`config.mk`:
```
export PLATFORM = sky130hd
export DESIGN_NAME = wave_timer
export DESIGN_NICKNAME = d
export VERILOG_FILES = /design/src/rtl/wave_timer_pkg.sv /design/src/rtl/wave_timer_ctrl.sv /design/src/rtl/wave_timer_dp.sv /design/src/rtl/wave_timer.sv
export SDC_FILE = /design/constraint.sdc
export NUM_CORES = 1
export LEC_CHECK = 0
export ABC_AREA = 1
export BUFFER_PORTS_ARGS = -buffer_cell sky130_fd_sc_hd__clkbuf_2
export CORE_ASPECT_RATIO = 0.5
export CORE_MARGIN = 2
export CORE_UTILIZATION = 30
export DETAILED_ROUTE_END_ITERATION = 10
export SYNTH_ARGS = -nofsm -noshare
export SYNTH_HDL_FRONTEND = slang
export SYNTH_SLANG_ARGS = --single-unit
```
`constraint.sdc`:
```
create_clock -name clk -period 4.3 [get_ports clk]
set_input_delay 0.215 -clock clk [delete_from_list [all_inputs] [get_ports clk]]
set_output_delay 0.215 -clock clk [all_outputs]
set_load 0.02 [all_outputs]
```
`src/rtl/wave_timer_pkg.sv`:
```
package wave_timer_pkg;
  typedef enum logic [1:0] {
    MODE_FREE  = 2'd0,
    MODE_PHASE = 2'd1,
    MODE_CTC   = 2'd2,
    MODE_FAST  = 2'd3
  } waveMode_t;

  localparam logic [1:0] ADDR_CTRL = 2'd0;
  localparam logic [1:0] ADDR_CMP  = 2'd1;
  localparam logic [1:0] ADDR_FLAG = 2'd2;

  typedef struct packed {
    logic cntInc;
    logic cntDec;
    logic cntClr;
    logic dirToDown;
    logic dirToUp;
    logic waveSet;
    logic waveClr;
    logic waveTgl;
    logic loadCmp;
    logic cmpDirect;
    logic ovfSet;
    logic cmpSet;
  } strobe_t;
endpackage

```
`src/rtl/wave_timer_ctrl.sv`:
```
module wave_timer_ctrl
  import wave_timer_pkg::*;
#(
  parameter int CNT_W = 8,
  parameter int ADDR_W = 2
) (
  input  logic              clk,
  input  logic              rst,
  input  logic              tickEn,
  input  logic              wrEn,
  input  logic [ADDR_W-1:0] wrAddr,
  input  logic [CNT_W-1:0]  wrData,
  input  logic              pinDirEn,
  input  logic [CNT_W-1:0]  cnt,
  input  logic [CNT_W-1:0]  cmpVal,
  input  logic              cntDown,
  output strobe_t           stb,
  output logic              pinConnect
);
  localparam logic [CNT_W-1:0] CNT_MAX = {CNT_W{1'b1}};
  localparam logic [CNT_W-1:0] CNT_MIN = '0;

  waveMode_t  modeReg;
  logic [1:0] outModeReg;

  always_ff @(posedge clk) begin
    if (rst) begin
      modeReg    <= MODE_FREE;
      outModeReg <= 2'b00;
    end else if (wrEn && wrAddr == ADDR_W'(ADDR_CTRL)) begin
      modeReg    <= waveMode_t'(wrData[1:0]);
      outModeReg <= wrData[3:2];
    end
  end

  logic atMax, atMin, isMatch, isPwm;
  assign atMax   = (cnt == CNT_MAX);
  assign atMin   = (cnt == CNT_MIN);
  assign isMatch = (cnt == cmpVal);
  assign isPwm   = (modeReg == MODE_PHASE) || (modeReg == MODE_FAST);

  always_comb begin
    stb = '0;
    stb.cmpDirect = (modeReg == MODE_FREE) || (modeReg == MODE_CTC);
    if (tickEn) begin
      stb.cmpSet = isMatch;
      unique case (modeReg)
        MODE_FREE, MODE_CTC: begin
          if (modeReg == MODE_CTC && isMatch) stb.cntClr = 1'b1;
          else stb.cntInc = 1'b1;
          stb.ovfSet = atMax;
          if (isMatch) begin
            stb.waveTgl = (outModeReg == 2'b01);
            stb.waveClr = (outModeReg == 2'b10);
            stb.waveSet = (outModeReg == 2'b11);
          end
        end
        MODE_FAST: begin
          stb.cntInc  = 1'b1;
          stb.ovfSet  = atMax;
          stb.loadCmp = atMax;
          if (outModeReg[1]) begin
            if (isMatch && cmpVal != CNT_MAX) begin
              stb.waveSet = outModeReg[0];
              stb.waveClr = ~outModeReg[0];
            end
            if (atMax) begin
              stb.waveSet = ~outModeReg[0];
              stb.waveClr = outModeReg[0];
            end
          end
        end
        MODE_PHASE: begin
          stb.ovfSet  = atMin;
          stb.loadCmp = atMax;
          if (cntDown) begin
            if (atMin) begin
              stb.cntInc  = 1'b1;
              stb.dirToUp = 1'b1;
            end else stb.cntDec = 1'b1;
          end else begin
            if (atMax) begin
              stb.cntDec    = 1'b1;
              stb.dirToDown = 1'b1;
            end else stb.cntInc = 1'b1;
          end
          if (outModeReg[1] && isMatch) begin
            stb.waveSet = cntDown ^ outModeReg[0];
            stb.waveClr = ~(cntDown ^ outModeReg[0]);
          end
        end
        default: ;
      endcase
    end
  end

  assign pinConnect = pinDirEn && (outModeReg != 2'b00) &&
                      !(isPwm && outModeReg == 2'b01);

  p_ctc_wrap_r2: assert property (@(posedge clk) disable iff (rst)
    (modeReg == MODE_CTC && tickEn && isMatch) |=> (cnt == CNT_MIN));

  p_phase_turn_r3: assert property (@(posedge clk) disable iff (rst)
    (modeReg == MODE_PHASE && tickEn && !cntDown && atMax)
      |=> (cnt == CNT_MAX - 1'b1 && cntDown));

  p_fast_top_skip_r9: assert property (@(posedge clk) disable iff (rst)
    (modeReg == MODE_FAST && outModeReg[1] && cmpVal == CNT_MAX && !atMax)
      |-> !(stb.waveSet || stb.waveClr));
endmodule

```
`src/rtl/wave_timer_dp.sv`:
```
module wave_timer_dp
  import wave_timer_pkg::*;
#(
  parameter int CNT_W = 8,
  parameter int ADDR_W = 2
) (
  input  logic              clk,
  input  logic              rst,
  input  logic              tickEn,
  input  logic              wrEn,
  input  logic [ADDR_W-1:0] wrAddr,
  input  logic [CNT_W-1:0]  wrData,
  input  strobe_t           stb,
  output logic [CNT_W-1:0]  cnt,
  output logic [CNT_W-1:0]  cmpVal,
  output logic              cntDown,
  output logic              waveQ,
  output logic              ovfFlag,
  output logic              cmpFlag
);
  logic [CNT_W-1:0] bufReg;
  logic wrCmp, wrFlag;
  assign wrCmp  = wrEn && wrAddr == ADDR_W'(ADDR_CMP);
  assign wrFlag = wrEn && wrAddr == ADDR_W'(ADDR_FLAG);

  always_ff @(posedge clk) begin
    if (rst) begin
      cnt     <= '0;
      cntDown <= 1'b0;
      bufReg  <= '0;
      cmpVal  <= '0;
      waveQ   <= 1'b0;
      ovfFlag <= 1'b0;
      cmpFlag <= 1'b0;
    end else begin
      if (stb.cntClr)      cnt <= '0;
      else if (stb.cntInc) cnt <= cnt + 1'b1;
      else if (stb.cntDec) cnt <= cnt - 1'b1;

      if (stb.dirToDown)    cntDown <= 1'b1;
      else if (stb.dirToUp) cntDown <= 1'b0;

      if (wrCmp) bufReg <= wrData;
      if (wrCmp && stb.cmpDirect) cmpVal <= wrData;
      else if (stb.loadCmp)       cmpVal <= bufReg;

      if (stb.waveSet)      waveQ <= 1'b1;
      else if (stb.waveClr) waveQ <= 1'b0;
      else if (stb.waveTgl) waveQ <= ~waveQ;

      if (stb.ovfSet)                 ovfFlag <= 1'b1;
      else if (wrFlag && wrData[0])   ovfFlag <= 1'b0;
      if (stb.cmpSet)                 cmpFlag <= 1'b1;
      else if (wrFlag && wrData[1])   cmpFlag <= 1'b0;
    end
  end

  p_cnt_hold_r1: assert property (@(posedge clk) disable iff (rst)
    !tickEn |=> $stable(cnt));

  p_ovf_sticky_r5: assert property (@(posedge clk) disable iff (rst)
    (ovfFlag && !(wrFlag && wrData[0])) |=> ovfFlag);

  p_cmp_flag_r6: assert property (@(posedge clk) disable iff (rst)
    stb.cmpSet |=> cmpFlag);
endmodule

```
`src/rtl/wave_timer.sv`:
```
module wave_timer
  import wave_timer_pkg::*;
#(
  parameter int CNT_W = 8,
  parameter int ADDR_W = 2
) (
  input  logic              clk,
  input  logic              rst,
  input  logic              tickEn,
  input  logic              wrEn,
  input  logic [ADDR_W-1:0] wrAddr,
  input  logic [CNT_W-1:0]  wrData,
  input  logic              pinDirEn,
  input  logic              portDataIn,
  output logic              pinOut,
  output logic [CNT_W-1:0]  count,
  output logic              ovfFlag,
  output logic              cmpFlag
);
  strobe_t          stb;
  logic [CNT_W-1:0] cmpVal;
  logic             cntDown, waveQ, pinConnect;

  wave_timer_ctrl #(.CNT_W(CNT_W), .ADDR_W(ADDR_W)) u_ctrl (
    .clk(clk), .rst(rst), .tickEn(tickEn), .wrEn(wrEn), .wrAddr(wrAddr),
    .wrData(wrData), .pinDirEn(pinDirEn), .cnt(count), .cmpVal(cmpVal),
    .cntDown(cntDown), .stb(stb), .pinConnect(pinConnect)
  );

  wave_timer_dp #(.CNT_W(CNT_W), .ADDR_W(ADDR_W)) u_dp (
    .clk(clk), .rst(rst), .tickEn(tickEn), .wrEn(wrEn), .wrAddr(wrAddr),
    .wrData(wrData), .stb(stb), .cnt(count), .cmpVal(cmpVal),
    .cntDown(cntDown), .waveQ(waveQ), .ovfFlag(ovfFlag), .cmpFlag(cmpFlag)
  );

  assign pinOut = pinConnect ? waveQ : portDataIn;
endmodule

```
==> results.toml <==
[grt]
number_of_antenna_violations_at_the_first_check_in_global_routing = 0
maximum_number_of_pins_on_one_net_before_global_route_repair = 20
first_global_vias = 1799
gr-usage-all-layers_pct = 14.5
first_pass_grt_wire_length_mm = 8.50
grt_overflow = 0

[run_status]
status = "complete, no violations"

[sta]
max_clock_freq_mhz = 335
setup_repair_after_global_routing_missed_its_margin = "false"
finClkSkew_ns = 0.00338
timing.final.ws_setup_ns = 1.31
max_slew.worst_pin.slew_ns = 0.710
final.setup.tns_ns = 0
period_share_pct = 69.4
report.final.hold_viol_count = 0
timing.final.setup_violations = 0
relSlewSlack_pct = 52.3
finalMaxSlewViolations = 0
timing.final.crit_period_ns = 2.99

[run]
maxCapViolations = 0

[power]
power_per_cell_area_mw_per_mm2 = 376
total_power_mw = 0.890
highest_ir_drop_seen_on_vdd_uv = 126
power_leakage_nw = 1.04

[synth]
synthesis.area_per_instance_um2 = 6.58
synth_ff_type = "dfxtp_1"
share_of_the_yosys_chip_area_belonging_to_registers_pct = 31.9
ys_top_cells_by_area = "dfxtp_1, nand2_1, o21ai_0"
synth_commonest_cells = "nand2_1, inv_1, dfxtp_1, o21ai_0, nor2_1"
synth_largest_type_area_fraction_pct = 31.9
syn_nets = 330
yosys_register_bits = 32
syn_area_mm2 = 0.00201
number_of_enable_type_register_cells_in_the_synthesized_netlist = 0
synth_warnings = 0
synth_largest_area_cell = "dfxtp_1"
synth.most_common_cell = "nand2_1"
synth_cells = 305
synth_async_sr_flop_share_pct = 0
post_synth_num_cell_types = 28

[setup_path]
worst_setup_path_end_kind = "register"
crit_top_cell = "nand2_1"
cp-start-kind = "register"
crit_family = "simple AND/OR/NAND/NOR gates"
worst_path_largest_cell_delay_ns = 0.53
cp.arrival_ns = 3.15
setup.worst_path.class = "register to register"
worst-path-max-fanout = 11
cp_num_buf_inv = 2
crit_chain = "inv_1, nand2_1, nand2_1, nor2_2, nand4_1, nor2_2, nor2_1, buf_4, nand2_1, ha_1, a21oi_1, nand2_1, nand4_1, nand3_1, nand3_1, nand3_2, o21ai_1, nor2_1"
required_time_of_the_critical_path_ns = 4.47
critical_path_top_delay_cell = "dfxtp_1"

[layout]
ff_latch_area_um2 = 641
post_route_cells_drive_above_1_share_pct = 15.9
final_area_mm2 = 0.00236
area_growth_pct = 17.8
fin_util_pct = 36.0
num_antenna_cells = 0
finish.net_count = 358
nFillCells = 724
multiInputGateArea_mm2 = 0.00116

[route]
avgRoutedWirePerCell_um = 11.5
first_iter_violations = 129
drc_errors = 0
wirelength_mm = 4.88
routed-via-count = 1936
ant_nets = 0
via_per_inst = 4.54
detail_route.first_pass.iterations = 4

[clock_network]
cts-htree-levels = 2
clkSlewWorstSetupHoldPaths_ns = 0.05
tritoncts_clock_tree = "done"
max-clock-path-buffers = 2
postCtsResizedCells = 0
cts_inserted_buffers = 5
postCtsSetupBuffers = 0
holdBufCountCts = 0
cts.sinks = 32
clock-root-buffer = "clkbuf_16"
worstSkewPairLatency_ns = 0.28

[place]
placement.cell_area_mm2 = 0.00221
gp_congestion = 0.838
dpl_worst_slack_ns = 1.33
place_hpwl_mm = 3.74
placement.io_buffers = 26

[hold_path]
hold_path_class = "input port to register"

[floorplan]
chipWidth_um = 120
die_area_mm2 = 0.00740
top_level_ports = 27
floorplan.initialDensity_pct = 30.6
core_area_mm2 = 0.00657
die-height_um = 61.9
rows = 21
-- path summary, 6_finish.rpt --
kind                             start                     endpoint  slack [ns]  depth (start not counted)
max reg2reg   u_dp.cnt[0]$_SDFFE_PP0P_     u_dp.cnt[7]$_SDFFE_PP0P_        1.31                         18
max           u_dp.cnt[0]$_SDFFE_PP0P_     u_dp.cnt[7]$_SDFFE_PP0P_        1.31                         18
min reg2reg  u_dp.cmpFlag$_SDFFE_PP0P_    u_dp.cmpFlag$_SDFFE_PP0P_        0.48                          2
min                          wrData[7]  u_dp.bufReg[7]$_SDFFE_PP0P_        0.19                          3
-- layer usage --
metal | part of all wire [%] | track usage [%] | up-vias
li1 | - | - | 1054
met1 | 54 | 20.0 | 848
met2 | 42 | 23.3 | 28
met3 | 3.0 | 3.10 | 6
met4 | 1.3 | 4.71 | 0
met5 | 0 | 0 | -
-- power breakdown --
part	switching, mW	total (mW)	internal, mW	leakage, nW
combinational	0.115	0.183	0.0682	0.709
clock	0.130	0.360	0.230	0.0701
sequential	0.0306	0.347	0.317	0.262
-- cell usage in the layout (no fill, tap or decap), drive strengths merged --
cell type and n:
o21ai 34, clkinvlp 1, dfxtp 32, xnor2 4
fa 1, or3 2, nand4 8, ha 8
or2 2, a21oi 21, nor3 5, inv 44
xor2 2, buf 1, nand2 82, nor2 30
nand3 14, clkbuf 33, a31oi 10
-- registers in the layout, summed over array words and instances (netlist names) --
| name | cells |
|---|---|
| u_dp.cnt | 8 |
| u_dp.ovfFlag | 1 |
| u_dp.cmpFlag | 1 |
| u_ctrl.outModeReg | 2 |
| u_dp.cmpVal | 8 |
| u_dp.waveQ | 1 |
| u_ctrl.modeReg | 2 |
| u_dp.bufReg | 8 |
| u_dp.cntDown | 1 |
-- metrics by stage --
stage	std cells	hold slack, ns
global route	426	0.211
CTS	426	0.185
detailed placement	418	0.471
global placement	418	0.464
floorplan	305	0.277
finish	426	0.188
-- tightest hold or removal path, cell delays in order --
cell,delay [ns]
clkbuf_2,0.09
nor2_1,0.04
nor2_1,0.08
-- area by class of cell --
type / count / share of cell area, %
multi-input combinational: 223 / 48.9
clock inverter: 1 / 0.317
tap: 92 / 4.87
timing repair buffer: 27 / 5.82
clock buffer: 7 / 6.03
inverter: 44 / 6.98
sequential: 32 / 27.1
-- cells by family after synthesis --
kind of cell	count (synthesis)	share of synthesized area [%]
simple gates	143	32.0
compound gates	65	17.0
buf+inv	50	10.5
flops	32	31.9
fa+ha+maj	9	5.98
xor+xnor	6	2.62
(Power assumes the default switching activity.)
